[src/rtl/otg_tmo_pkg.sv]
package otg_tmo_pkg;
   localparam int unsigned DEF_DATA_W = 32;
   localparam int unsigned DEF_CNT_W  = 27;
   localparam int unsigned DEF_EN_BIT = 31;

   typedef enum logic [1:0] {
      TMO_IDLE   = 2'd0,
      TMO_LOAD   = 2'd1,
      TMO_COUNT  = 2'd2,
      TMO_EXPIRE = 2'd3
   } tmo_evt_e;
endpackage

[src/rtl/otg_tmo_counter.sv]
module otg_tmo_counter #(
   parameter int unsigned CNT_W = otg_tmo_pkg::DEF_CNT_W
) (
   input  logic             clk,
   input  logic             rst_n,
   input  logic             load,
   input  logic             load_arm,
   input  logic [CNT_W-1:0] load_cnt,
   input  logic             tick,
   output logic             expiring,
   output logic             pulse
);
   import otg_tmo_pkg::*;

   localparam logic [CNT_W-1:0] LAST = CNT_W'(1);

   logic             armed;
   logic [CNT_W-1:0] remain;
   tmo_evt_e         evt;

   always_comb begin
      if (load)                                evt = TMO_LOAD;
      else if (tick && armed && remain <= LAST) evt = TMO_EXPIRE;
      else if (tick && armed)                  evt = TMO_COUNT;
      else                                     evt = TMO_IDLE;
   end

   assign expiring = (evt == TMO_EXPIRE);

   always_ff @(posedge clk) begin
      if (!rst_n) begin
         armed  <= 1'b0;
         remain <= '0;
         pulse  <= 1'b0;
      end else begin
         pulse <= 1'b0;
         case (evt)
            TMO_LOAD: begin
               armed  <= load_arm;
               remain <= load_cnt;
            end
            TMO_EXPIRE: begin
               armed <= 1'b0;
               pulse <= 1'b1;
            end
            TMO_COUNT: remain <= remain - 1'b1;
            default: ;
         endcase
      end
   end

   assert_load_R3: assert property (@(posedge clk) disable iff (!rst_n)
      (load && load_arm) |=> (armed && remain == $past(load_cnt)));

   assert_cancel_R5: assert property (@(posedge clk) disable iff (!rst_n)
      (load && !load_arm) |=> (!armed && !pulse));

   assert_hold_R8: assert property (@(posedge clk) disable iff (!rst_n)
      (!load && !tick) |=> ($stable(remain) && !pulse));

   assert_write_wins_R9: assert property (@(posedge clk) disable iff (!rst_n)
      load |=> !pulse);

   assert_single_pulse_R7: assert property (@(posedge clk) disable iff (!rst_n)
      pulse |=> !pulse);
endmodule

[src/rtl/otg_tmo_reg.sv]
module otg_tmo_reg #(
   parameter int unsigned DATA_W = otg_tmo_pkg::DEF_DATA_W
) (
   input  logic              clk,
   input  logic              rst_n,
   input  logic              wr_en,
   input  logic [DATA_W-1:0] wr_data,
   input  logic              clear,
   output logic [DATA_W-1:0] value
);
   always_ff @(posedge clk) begin
      if (!rst_n)       value <= '0;
      else if (wr_en)   value <= wr_data;
      else if (clear)   value <= '0;
   end

   assert_store_R2: assert property (@(posedge clk) disable iff (!rst_n)
      wr_en |=> (value == $past(wr_data)));

   assert_clear_R7: assert property (@(posedge clk) disable iff (!rst_n)
      (clear && !wr_en) |=> (value == '0));
endmodule

[src/rtl/otg_tmo_timer.sv]
module otg_tmo_timer #(
   parameter int unsigned DATA_W = otg_tmo_pkg::DEF_DATA_W,
   parameter int unsigned CNT_W  = otg_tmo_pkg::DEF_CNT_W,
   parameter int unsigned EN_BIT = otg_tmo_pkg::DEF_EN_BIT
) (
   input  logic              clk,
   input  logic              rst_n,
   input  logic              wr_en,
   input  logic [DATA_W-1:0] wr_data,
   output logic [DATA_W-1:0] rd_data,
   input  logic              tick,
   output logic              timeout_pulse
);
   generate
      if (CNT_W < 1 || CNT_W >= DATA_W) begin : g_bad_cnt
         $error("otg_tmo_timer: CNT_W must lie in 1..DATA_W-1");
      end
      if (EN_BIT < CNT_W || EN_BIT >= DATA_W) begin : g_bad_en
         $error("otg_tmo_timer: EN_BIT must lie above the count field");
      end
   endgenerate

   logic expiring;

   otg_tmo_reg #(.DATA_W(DATA_W)) u_reg (
      .clk     (clk),
      .rst_n   (rst_n),
      .wr_en   (wr_en),
      .wr_data (wr_data),
      .clear   (expiring),
      .value   (rd_data)
   );

   otg_tmo_counter #(.CNT_W(CNT_W)) u_cnt (
      .clk      (clk),
      .rst_n    (rst_n),
      .load     (wr_en),
      .load_arm (wr_data[EN_BIT]),
      .load_cnt (wr_data[CNT_W-1:0]),
      .tick     (tick),
      .expiring (expiring),
      .pulse    (timeout_pulse)
   );

   assert_zero_on_pulse_R7: assert property (@(posedge clk) disable iff (!rst_n)
      timeout_pulse |-> (rd_data == '0));

   assert_reset_state_R1: assert property (@(posedge clk)
      $rose(rst_n) |-> (rd_data == '0 && !timeout_pulse));
endmodule

[config.mk]
export PLATFORM = sky130hd
export DESIGN_NAME = otg_tmo_timer
export DESIGN_NICKNAME = d
export VERILOG_FILES = /design/src/rtl/otg_tmo_pkg.sv /design/src/rtl/otg_tmo_counter.sv /design/src/rtl/otg_tmo_reg.sv /design/src/rtl/otg_tmo_timer.sv
export SDC_FILE = /design/constraint.sdc
export NUM_CORES = 1
export LEC_CHECK = 0
export ABC_AREA = 1
export BUFFER_PORTS_ARGS = -buffer_cell sky130_fd_sc_hd__clkbuf_2
export CAP_MARGIN = 0
export CORE_MARGIN = 10
export CORE_UTILIZATION = 40
export DETAILED_ROUTE_END_ITERATION = 12
export GPL_ROUTABILITY_DRIVEN = 0
export SYNTH_ARGS = -nofsm -noshare
export SYNTH_HDL_FRONTEND = slang
export SYNTH_SLANG_ARGS = --single-unit
[constraint.sdc]
create_clock -name clk -period 2.25 [get_ports clk]
set_input_delay 0 -clock clk [delete_from_list [all_inputs] [get_ports clk]]
set_output_delay 0 -clock clk [all_outputs]
set_load 0.02 [all_outputs]
Word-level counts from Yosys, hierarchy flattened
Index checks and enable logic that the tools add are counted.
{ "op_classes": {"add_sub_neg": 1, "mul": 0, "n_div": 0, "order_cmp": 1, "eq_ne": 3, "shift": 0, "muxes": 8, "bitwise": 0, "reduce_logical": 5} }
{ "op_table": {"columns": ["cell", "n"], "rows": [
  ["$mux 32", 2],
  ["$pmux 27 s2", 1],
  ["$le 27x1->1 const B", 1],
  ["$sub 27x1->27 const B", 1],
  ["$mux 2", 3],
  ["$reduce_bool 2->1", 3],
  ["$eq 2x2->1 const B", 2],
  ["$eq 2x1->1 const B", 1],
  ["$logic_and 1x1->1", 2],
  ["$pmux 1 s2", 1],
  ["$mux 1", 1]
]} }
{ "totals": {"ff_bits": 61, "latch_bits": 0, "mem_bits_rw": 0, "rom_bits": 0, "elab_cells": 22, "mem_count": 0} }

Logic depth before layout (Yosys ltp)
Gate-level depths: netlist (run 1).
{ "logic_depth": {"word_depth": 7, "depth_mapped": 18} }

By module
Synthesis (run 1) repeated with hierarchy kept, for this count alone.
{ "unflattened": {"hier_cells": 521, "hier_area_um2": 3301.9} }
{ "by_module_without_submodules": {"columns": ["mod", "instances", "cells_each", "area_each_um2", "seq_area_each_um2"], "rows": [
  ["otg_tmo_counter", 1, 381, 2165.8, 580.6],
  ["otg_tmo_reg", 1, 140, 1136.1, 640.6]
]} }

Worst setup path before layout (run 1)
OpenSTA, ideal clock, no wires.
{ "synth_timing": {"path_kind": "reg-to-reg", "start": "register u_cnt.remain[3]", "end": "register u_cnt.remain[25]", "arrival_ps": 2036, "slack_ps": 83, "path_stages_with_launch": 17, "period_less_slack_ps": 2167, "cell_sequence": "dfxtp_1 -> nor2_4 -> nand2_4 -> nor2_8 -> nand2_4 -> inv_2 -> nand2_1 -> nand2_1 -> nand2_2 -> nand2_1 -> inv_1 -> ha_1 -> buf_2 -> buf_1 -> nor2_1 -> nand2_1 -> a21oi_2"} }
{ "synth_via": {"elab_chain_cells": 6} }
{ "synth_rtl": {"columns": ["element", "line", "rtl"], "rows": [
  ["start: declaration", "otg_tmo_counter.sv:18", "logic [CNT_W-1:0] remain;"],
  ["start signal: assignment", "otg_tmo_counter.sv:40", "remain <= load_cnt;"],
  ["start signal: assignment", "otg_tmo_counter.sv:46", "TMO_COUNT: remain <= remain - 1'b1;"],
  ["$le 27x1->1", "otg_tmo_counter.sv:23", "else if (tick && armed && remain <= LAST) evt = TMO_EXPIRE;"],
  ["$logic_and 1x1->1", "otg_tmo_counter.sv:23", null],
  ["$mux 2", "otg_tmo_counter.sv:23", null],
  ["$mux 2", "otg_tmo_counter.sv:22", "if (load) evt = TMO_LOAD;"],
  ["$eq 2x2->1 / $eq 2x1->1 (equally long branches)", "otg_tmo_counter.sv:37", "case (evt)"],
  ["$pmux 27 s2 / $reduce_bool 2->1 (equally long branches)", null, null]
]} }
Parallel ways exist; a longest one is shown, timed or not.
A chain may end at the register's enable or synchronous reset.

Worst setup path in the final report (run 1)
{ "layout_timing": {"start": "register u_cnt.remain[11]", "end": "register u_cnt.remain[3]"} }
{ "layout_via": {"elab_chain_cells": 6} }
{ "layout_rtl": {"columns": ["element", "line"], "rows": [
  ["$le 27x1->1 (*)", "otg_tmo_counter.sv:23"],
  ["$logic_and 1x1->1 (*)", "otg_tmo_counter.sv:23"],
  ["$mux 2 (*)", "otg_tmo_counter.sv:23"],
  ["$mux 2 (*)", "otg_tmo_counter.sv:22"],
  ["$eq 2x2->1 / $eq 2x1->1 (equally long branches)", "otg_tmo_counter.sv:37"],
  ["$pmux 27 s2 / $reduce_bool 2->1 (equally long branches)", null]
]} }
Every way passes the cells marked *; elsewhere a longest branch is shown, timed or not.

==> qor.yml, run 1 <==
setup_path:
  startpoint: "u_cnt.remain[11]$_SDFFE_PN0P_"
  crit_type: "flip-flop to flip-flop"
  required_ns: 2.48
  worstPathMaxFanout: 13
  arrival_ns: 2.35
  r2r_start: "u_cnt.remain[11]$_SDFFE_PN0P_"
  cp-end-kind: "flip-flop"
  setup.worst_path.start_class: "flip-flop"
drt:
  wl_um: 10700
  post_drt_via_cell_ratio: 4.98
  drc_errors: 0
  first_pass_iters: 4
  wire_per_inst_um: 14.5
  via_count: 3668
  drt_iter0_markers: 205
  detail-route-antenna-nets: 0
pwr:
  leakage_nw: 2.04
  power_mw: 2.94
  switching_share_pct: 32.8
  p_sw_mw: 0.964
  pwr-share-clk_pct: 33.6
  combPwrFrac_pct: 24.9
  p_per_area_nw_per_um2: 656
  seq_power_share_pct: 41.5
  internal_power_mw: 1.98
  peakVddDrop_mv: 0.322
cells_and_area:
  multi_input_area_um2: 1860
  drive_gt1_share_pct: 24.6
  final-seq-area_um2: 1230
  finalNetCount: 670
  layoutNonFillerInstCount: 737
  most-common-layout-cells: "nand2_1, clkbuf_2, nor2_1"
  final_common_cell: "nand2_1"
  fillerInstances: 801
  syn_to_final_growth_pct: 36.9
  final_area_um2: 4480
  diodes: 0
clocking:
  tritoncts: "built"
  clock_sinks: 61
  cts_root_buf: "clkbuf_8"
  insertion_delay_ns: 0.34
  clockBufferDepth: 2
  cts_max_level: 3
  cts_buffers: 9
  clkSlewWorstSetupHoldPaths_ns: 0.07
place:
  pre_cts_ws_ns: -0.137
  port_buffers: 68
  dp_hpwl_um: 7600
  post_dp_cell_area_um2: 3820
  dp_cells: 685
synth:
  synth_nets: 558
  synth-seq-cells: 61
  synth_edf_count: 0
  netlist_instances: 518
  yosysTopAreaCell: "dfxtp_1"
  yosysWarnings: 0
  ys_types: 30
  syn_area_per_cell_um2: 6.32
  ys_seq_area_share_pct: 37.3
  synthTopCellsByArea: "dfxtp_1, nand2_1, a21oi_1"
  async_flop_share_pct: 0
  synth_flop_cell: "dfxtp_1"
  synthDominantCellAreaShare_pct: 37.3
  syn_area_um2: 3270
sta:
  finalWorstSetupSlack_ns: 0.126
  fin_crit_ns: 2.12
  drv_slew: 0
  hold_viol: 0
  maxSlewHeadroom_pct: 61.0
  period_share_pct: 94.4
  setup_tns_ns: 0
  skew_ns: 0.00714
  fmax_mhz: 471
  worst_pin_slew_ns: 0.585
  setup_viol: 0
hold_path:
  worst_hold_startpoint: "wr_en"
  hold_class: "input pin to flip-flop"
global_route:
  antenna_found_initial: 0
  grt_pass1_wl_um: 17100
  grt_max_degree: 38
  grt_overflow: 0
  first_global_vias: 3505
  grt_use_total_pct: 16.2
die:
  fp.dieH_um: 110
  initial_utilization_pct: 41.7
  dieArea_um2: 12200
  ioPinCount: 69
  core-area_um2: 7850
  die_w_um: 110
  rows: 32
run:
  drv_cap: 0
outcome:
  status: "complete, no violations"
==> registers in the layout, summed over array words and instances (netlist names) <==
register,count
u_cnt.armed,1
u_cnt.pulse,1
u_reg.value,32
u_cnt.remain,27
==> synthesized netlist by cell type, types with 3 or more instances <==
cell,n
a21oi_1,63
buf_2,7
clkbuf_1,14
dfxtp_1,61
ha_1,4
inv_1,38
inv_2,6
nand2_1,155
nand2_2,5
nand3_1,27
nand4_1,8
nor2_1,76
nor2_2,5
o21ai_0,15
o21ai_1,10
or2_2,3
xor2_1,3
==> repair_timing <==
item / in CTS / in global routing
gates cloned: 0 / 1
setup endpoints to repair: 27 / 26
hold buffers: 33 / 0
gates resized for setup: 6 / 27
hold endpoints to repair: 36 / 0
pin swaps: 1 / 6
setup buffers: 0 / 2
==> per-layer routing <==
layer | track usage (%) | routed length [µm] | up-vias
met4 | 5.18 | 107 | 0
met2 | 24.8 | 4890 | 115
met3 | 5.19 | 635 | 13
met1 | 21.1 | 5080 | 1656
met5 | 0 | 0 | -
li1 | - | - | 1884
==> critical path: stages (launching register included) <==
cell and delay (ns):
dfxtp_2 0.34, nor2_2 0.16, nand2_2 0.08, inv_1 0.08, nand2_1 0.09, nor2_4 0.13, nand2_1 0.06, nand2_1 0.08
nand2_2 0.06, nand2_2 0.07, inv_2 0.05, ha_4 0.16, buf_8 0.15, or2_2 0.30, a21oi_2 0.14, nor3_1 0.06
==> worst paths after layout <==
| check | cells past startpoint | to | slack [ns] |
|---|---|---|---|
| max reg2reg | 15 | u_cnt.remain[3]$_SDFFE_PN0P_ | 0.13 |
| min reg2reg | 2 | u_reg.value[5]$_SDFFE_PN0P_ | 0.46 |
| max | 15 | u_cnt.remain[3]$_SDFFE_PN0P_ | 0.13 |
| min | 3 | u_reg.value[4]$_SDFFE_PN0P_ | 0.11 |
==> power by group through the flow <==
stage	sequential, mW	clock [mW]	combinational (mW)
after CTS	1.21	1.00	0.693
after detailed placement	1.24	0	0.641
after global routing	1.23	1.05	0.813
after global placement	1.23	0	0.633
after floorplan	1.26	0	0.388
final	1.22	0.988	0.731
==> kinds of logic after synthesis <==
kind of cell,count (synthesis),share of synthesized area [%]
adders and majority gates,4,1.53
DFF,61,37.3
xor gates and xnor gates,3,0.803
AOI/OAI and AO/OA,94,14.8
buffers and inverters,68,8.06
and+or+nand+nor,288,37.5
==> area by class of cell <==
cell class	count	share of cell area, %
Inverter	45	3.82
Clock inverter	4	1.06
Multi-Input combinational cell	389	41.6
Tap cell	102	2.85
Timing Repair Buffer	124	20.1
Sequential cell	61	27.4
Clock buffer	12	3.24
==> stage by stage <==
stage                     hold slack (ns)  utilization (%)
final                               0.111             57.1
after detailed placement            0.243             48.7
after floorplan                    0.0976                -
after global routing                0.140             57.1
after CTS                           0.104             55.7
after global placement              0.237             48.7
(Power assumes the default switching activity.)
==> run 2: changes to the inputs <==
--- a/config.mk
+++ b/config.mk
@@ -8,7 +8,7 @@
 export ABC_AREA = 1
 export BUFFER_PORTS_ARGS = -buffer_cell sky130_fd_sc_hd__clkbuf_2
 export CAP_MARGIN = 0
-export CORE_MARGIN = 10
+export CORE_MARGIN = 4
 export CORE_UTILIZATION = 40
 export DETAILED_ROUTE_END_ITERATION = 12
 export GPL_ROUTABILITY_DRIVEN = 0
==> constraint.sdc (replaced) <==
create_clock -name clk -period 2.1 [get_ports clk]
set_input_delay 0 -clock clk [delete_from_list [all_inputs] [get_ports clk]]
set_output_delay 0 -clock clk [all_outputs]
set_load 0.02 [all_outputs]
==> run 2 against run 1 <==
  * The flow now finishes with violations (setup timing)
  * Setup slack lost 0.14 ns
  * Flip-flop and latch count is the same
  * Sequential power grew 7%
  * First-iteration DRC count grew 11%
  * Final area grew 14%
  * Critical path type unchanged
  * Final cell count grew 6.4%
  * Die area shrank 21%
==> qor.yml, run 2 (synthesis gave the netlist of run 1 again) <==
outcome:
  status: "complete, but fails checks"  # was complete, no violations
  failed_checks: "setup timing"
hold_path:
  worst_hold_path.endpoint: "u_cnt.armed$_SDFFE_PN0P_"  # was u_reg.value[4]$_SDFFE_PN0P_
  hold_class: "input pin to flip-flop"  # unchanged
  hold-path-cell-count: 5  # was 3
  worst_hold_startpoint: "wr_en"  # unchanged
drt:
  detail-route-antenna-nets: 0  # unchanged
  post_drt_via_cell_ratio: 5.06  # was 4.98
  drt_iter0_markers: 228  # was 205
  via_count: 3970  # was 3,668
  first_pass_iters: 5  # was 4
  drc_errors: 0  # unchanged
  wire_per_inst_um: 14.1  # was 14.5 µm
  wl_um: 11000  # was 10,700 µm
setup_path:
  r2r_end: "u_cnt.remain[3]$_SDFFE_PN0P_"  # unchanged
  critPathBufInv: 5  # was 3
  arrival_ns: 2.38  # was 2.35 ns
  required_ns: 2.36  # was 2.48 ns
  r2r_start: "u_cnt.remain[1]$_SDFFE_PN0P_"  # was u_cnt.remain[11]$_SDFFE_PN0P_
  worstPathMaxFanout: 7  # was 13
  crit_slowest_cell: "dfxtp_2"  # unchanged
  cp-end-kind: "flip-flop"  # unchanged
  setup.worst_path.start_class: "flip-flop"  # unchanged
  reg2reg_slack_ns: -0.01  # was 0.13 ns
  r2r_cells: 17  # was 15
  worst_path_dominant_cell_family: "simple AND/OR/NAND/NOR gates"  # unchanged
  path_cells: "inv_2 -> ha_4 -> inv_2 -> nor2_2 -> nand2_1 -> nor2_2 -> nand2_1 -> nand2_2 -> nand2_2 -> nand2_2 -> inv_2 -> ha_4 -> buf_12 -> buf_8 -> o21ai_1 -> a21oi_1 -> nor3_1"  # was nor2_2 -> nand2_2 -> inv_1 -> nand2_1 -> nor2_4 -> nand2_1 -> nand2_1 -> nand2_2 -> nand2_2 -> inv_2 -> ha_4 -> buf_8 -> or2_2 -> a21oi_2 -> nor3_1
  crit_type: "flip-flop to flip-flop"  # unchanged
  slowest_delay_ns: 0.35  # was 0.34 ns
sta:
  maxSlewHeadroom_pct: 69.7  # was 61.0%
  skew_ns: 0.0120  # was 0.00714 ns
  drv_slew: 0  # unchanged
  worst_pin_slew_ns: 0.454  # was 0.585 ns
  finalWorstSetupSlack_ns: -0.0127  # was 0.126 ns
  period_share_pct: 101  # was 94.4%
  hold_viol: 0  # unchanged
  fmax_mhz: 473  # was 471 MHz
  setup_viol: 1  # was 0
  fin_crit_ns: 2.11  # was 2.12 ns
  rsz0062_at_grt: "yes"
die:
  fp.dieH_um: 98.5  # was 110 µm
  dieArea_um2: 9700  # was 12,200 µm²
  initial_utilization_pct: 41.7  # unchanged
  die_w_um: 98.5  # was 110 µm
  core-area_um2: 7850  # unchanged
  rows: 32  # unchanged
  ioPinCount: 69  # unchanged
place:
  post_dp_cell_area_um2: 4170  # was 3820 µm²
  dp_cells: 726  # was 685
  dp_hpwl_um: 7370  # was 7600 µm
  port_buffers: 68  # unchanged
clocking:
  clockBufferDepth: 2  # unchanged
  insertion_delay_ns: 0.35  # was 0.34 ns
  clkSlewWorstSetupHoldPaths_ns: 0.08  # was 0.07 ns
  cts_root_buf: "clkbuf_8"  # unchanged
  cts_buffers: 9  # unchanged
  cts_max_level: 3  # unchanged
  clock_sinks: 61  # unchanged
  tritoncts: "built"  # unchanged
cells_and_area:
  drive_gt1_share_pct: 36.8  # was 24.6%
  finalNetCount: 717  # was 670
  top_regs: "u_reg.value: 32 flops, u_cnt.remain: 27 flops"  # unchanged
  layoutNonFillerInstCount: 784  # was 737
  top_register: "u_reg.value"  # unchanged
  diodes: 0  # unchanged
  largest_reg_flops: 32  # unchanged
  final_area_um2: 5110  # was 4480 µm²
  most-common-layout-cells: "nand2_1, clkbuf_2, buf_4"  # was nand2_1, clkbuf_2, nor2_1
  final_common_cell: "nand2_1"  # unchanged
  multi_input_area_um2: 2010  # was 1860 µm²
  final-seq-area_um2: 1230  # about the same
  fillerInstances: 731  # was 801
  syn_to_final_growth_pct: 55.9  # was 36.9%
global_route:
  antenna_found_initial: 0  # unchanged
  grt_max_degree: 34  # was 38
  grt_use_total_pct: 22.2  # was 16.2%
  grt_pass1_wl_um: 17800  # was 17,100 µm
  grt_overflow: 0  # unchanged
  first_global_vias: 3860  # was 3,505
run:
  drv_cap: 0  # unchanged
pwr:
  leakage_nw: 2.31  # was 2.04 nW
  peakVddDrop_mv: 0.392  # was 0.322 mV
  p_per_area_nw_per_um2: 639  # was 656 nW/µm²
## run 2: area by class of cell
type,count,area share [%]
inverters,45,3.41
flip-flops and latches,61,24.1
repair buffers,171,27.2
clock inverters,7,1.00
clock buffers,9,2.43
multi-input cells,389,39.3
well taps,102,2.50
## run 2: how the worst max path moves through the flow
stage | from | endpoint | slack (ns) | cells past startpoint
CTS | u_cnt.remain[1]$_SDFFE_PN0P_ | u_cnt.remain[10]$_SDFFE_PN0P_ | 0.002 | 16
global placement | u_cnt.remain[1]$_SDFFE_PN0P_ | u_cnt.remain[3]$_SDFFE_PN0P_ | -0.13 | 16
floorplan | u_cnt.remain[4]$_SDFFE_PN0P_ | u_cnt.remain[25]$_SDFFE_PN0P_ | -0.002 | 15
finish | u_cnt.remain[1]$_SDFFE_PN0P_ | u_cnt.remain[3]$_SDFFE_PN0P_ | -0.01 | 17
global route | u_cnt.remain[17]$_SDFFE_PN0P_ | u_cnt.remain[3]$_SDFFE_PN0P_ | -0.13 | 16
detailed placement | u_cnt.remain[1]$_SDFFE_PN0P_ | u_cnt.remain[3]$_SDFFE_PN0P_ | -0.18 | 16
## run 2: timing repair
item,CTS,global route
hold endpoints to repair,41,0
endpoints found under the setup margin,40,57
pin swaps,3,41
buffers inserted,0,3
gates resized for setup,11,86
hold buffers,33,0
gates cloned,1,5
## run 2: report_power, final
part	leakage (nW)	switching [mW]	internal, mW	total, mW
Clock	0.0856	0.530	0.431	0.962
Combinational	1.72	0.548	0.453	1.00
Sequential	0.506	0.0654	1.24	1.30
## run 2: routing by layer
layer  wire (µm)  global-route usage, %
met1        4940                   29.1
met2        5240                   36.7
met3         645                   4.10
met4         191                   7.46
met5           0                      0
## run 2: through the flow
stage               setup slack [ns]  total power [mW]  utilization (%)  hold slack, ns  setup TNS, ns
CTS                          0.00245              3.17             60.4          0.0432              0
floorplan                   -0.00207              1.77                -          0.0976       -0.00207
finish                       -0.0127              3.26             65.1          0.0425        -0.0127
global placement              -0.130              2.13             53.2           0.238          -1.63
global route                  -0.133              3.42             65.1           0.115          -1.31
detailed placement            -0.185              2.14             53.2           0.247          -2.48
## run 2: worst register-to-register path: cells and delay by family (launching register included)
kind            cells  cell delay (ns)
simple gates        8             0.76
buf+inv             5             0.43
flops               1             0.35
fa+ha+maj           2             0.31
compound gates      2             0.19
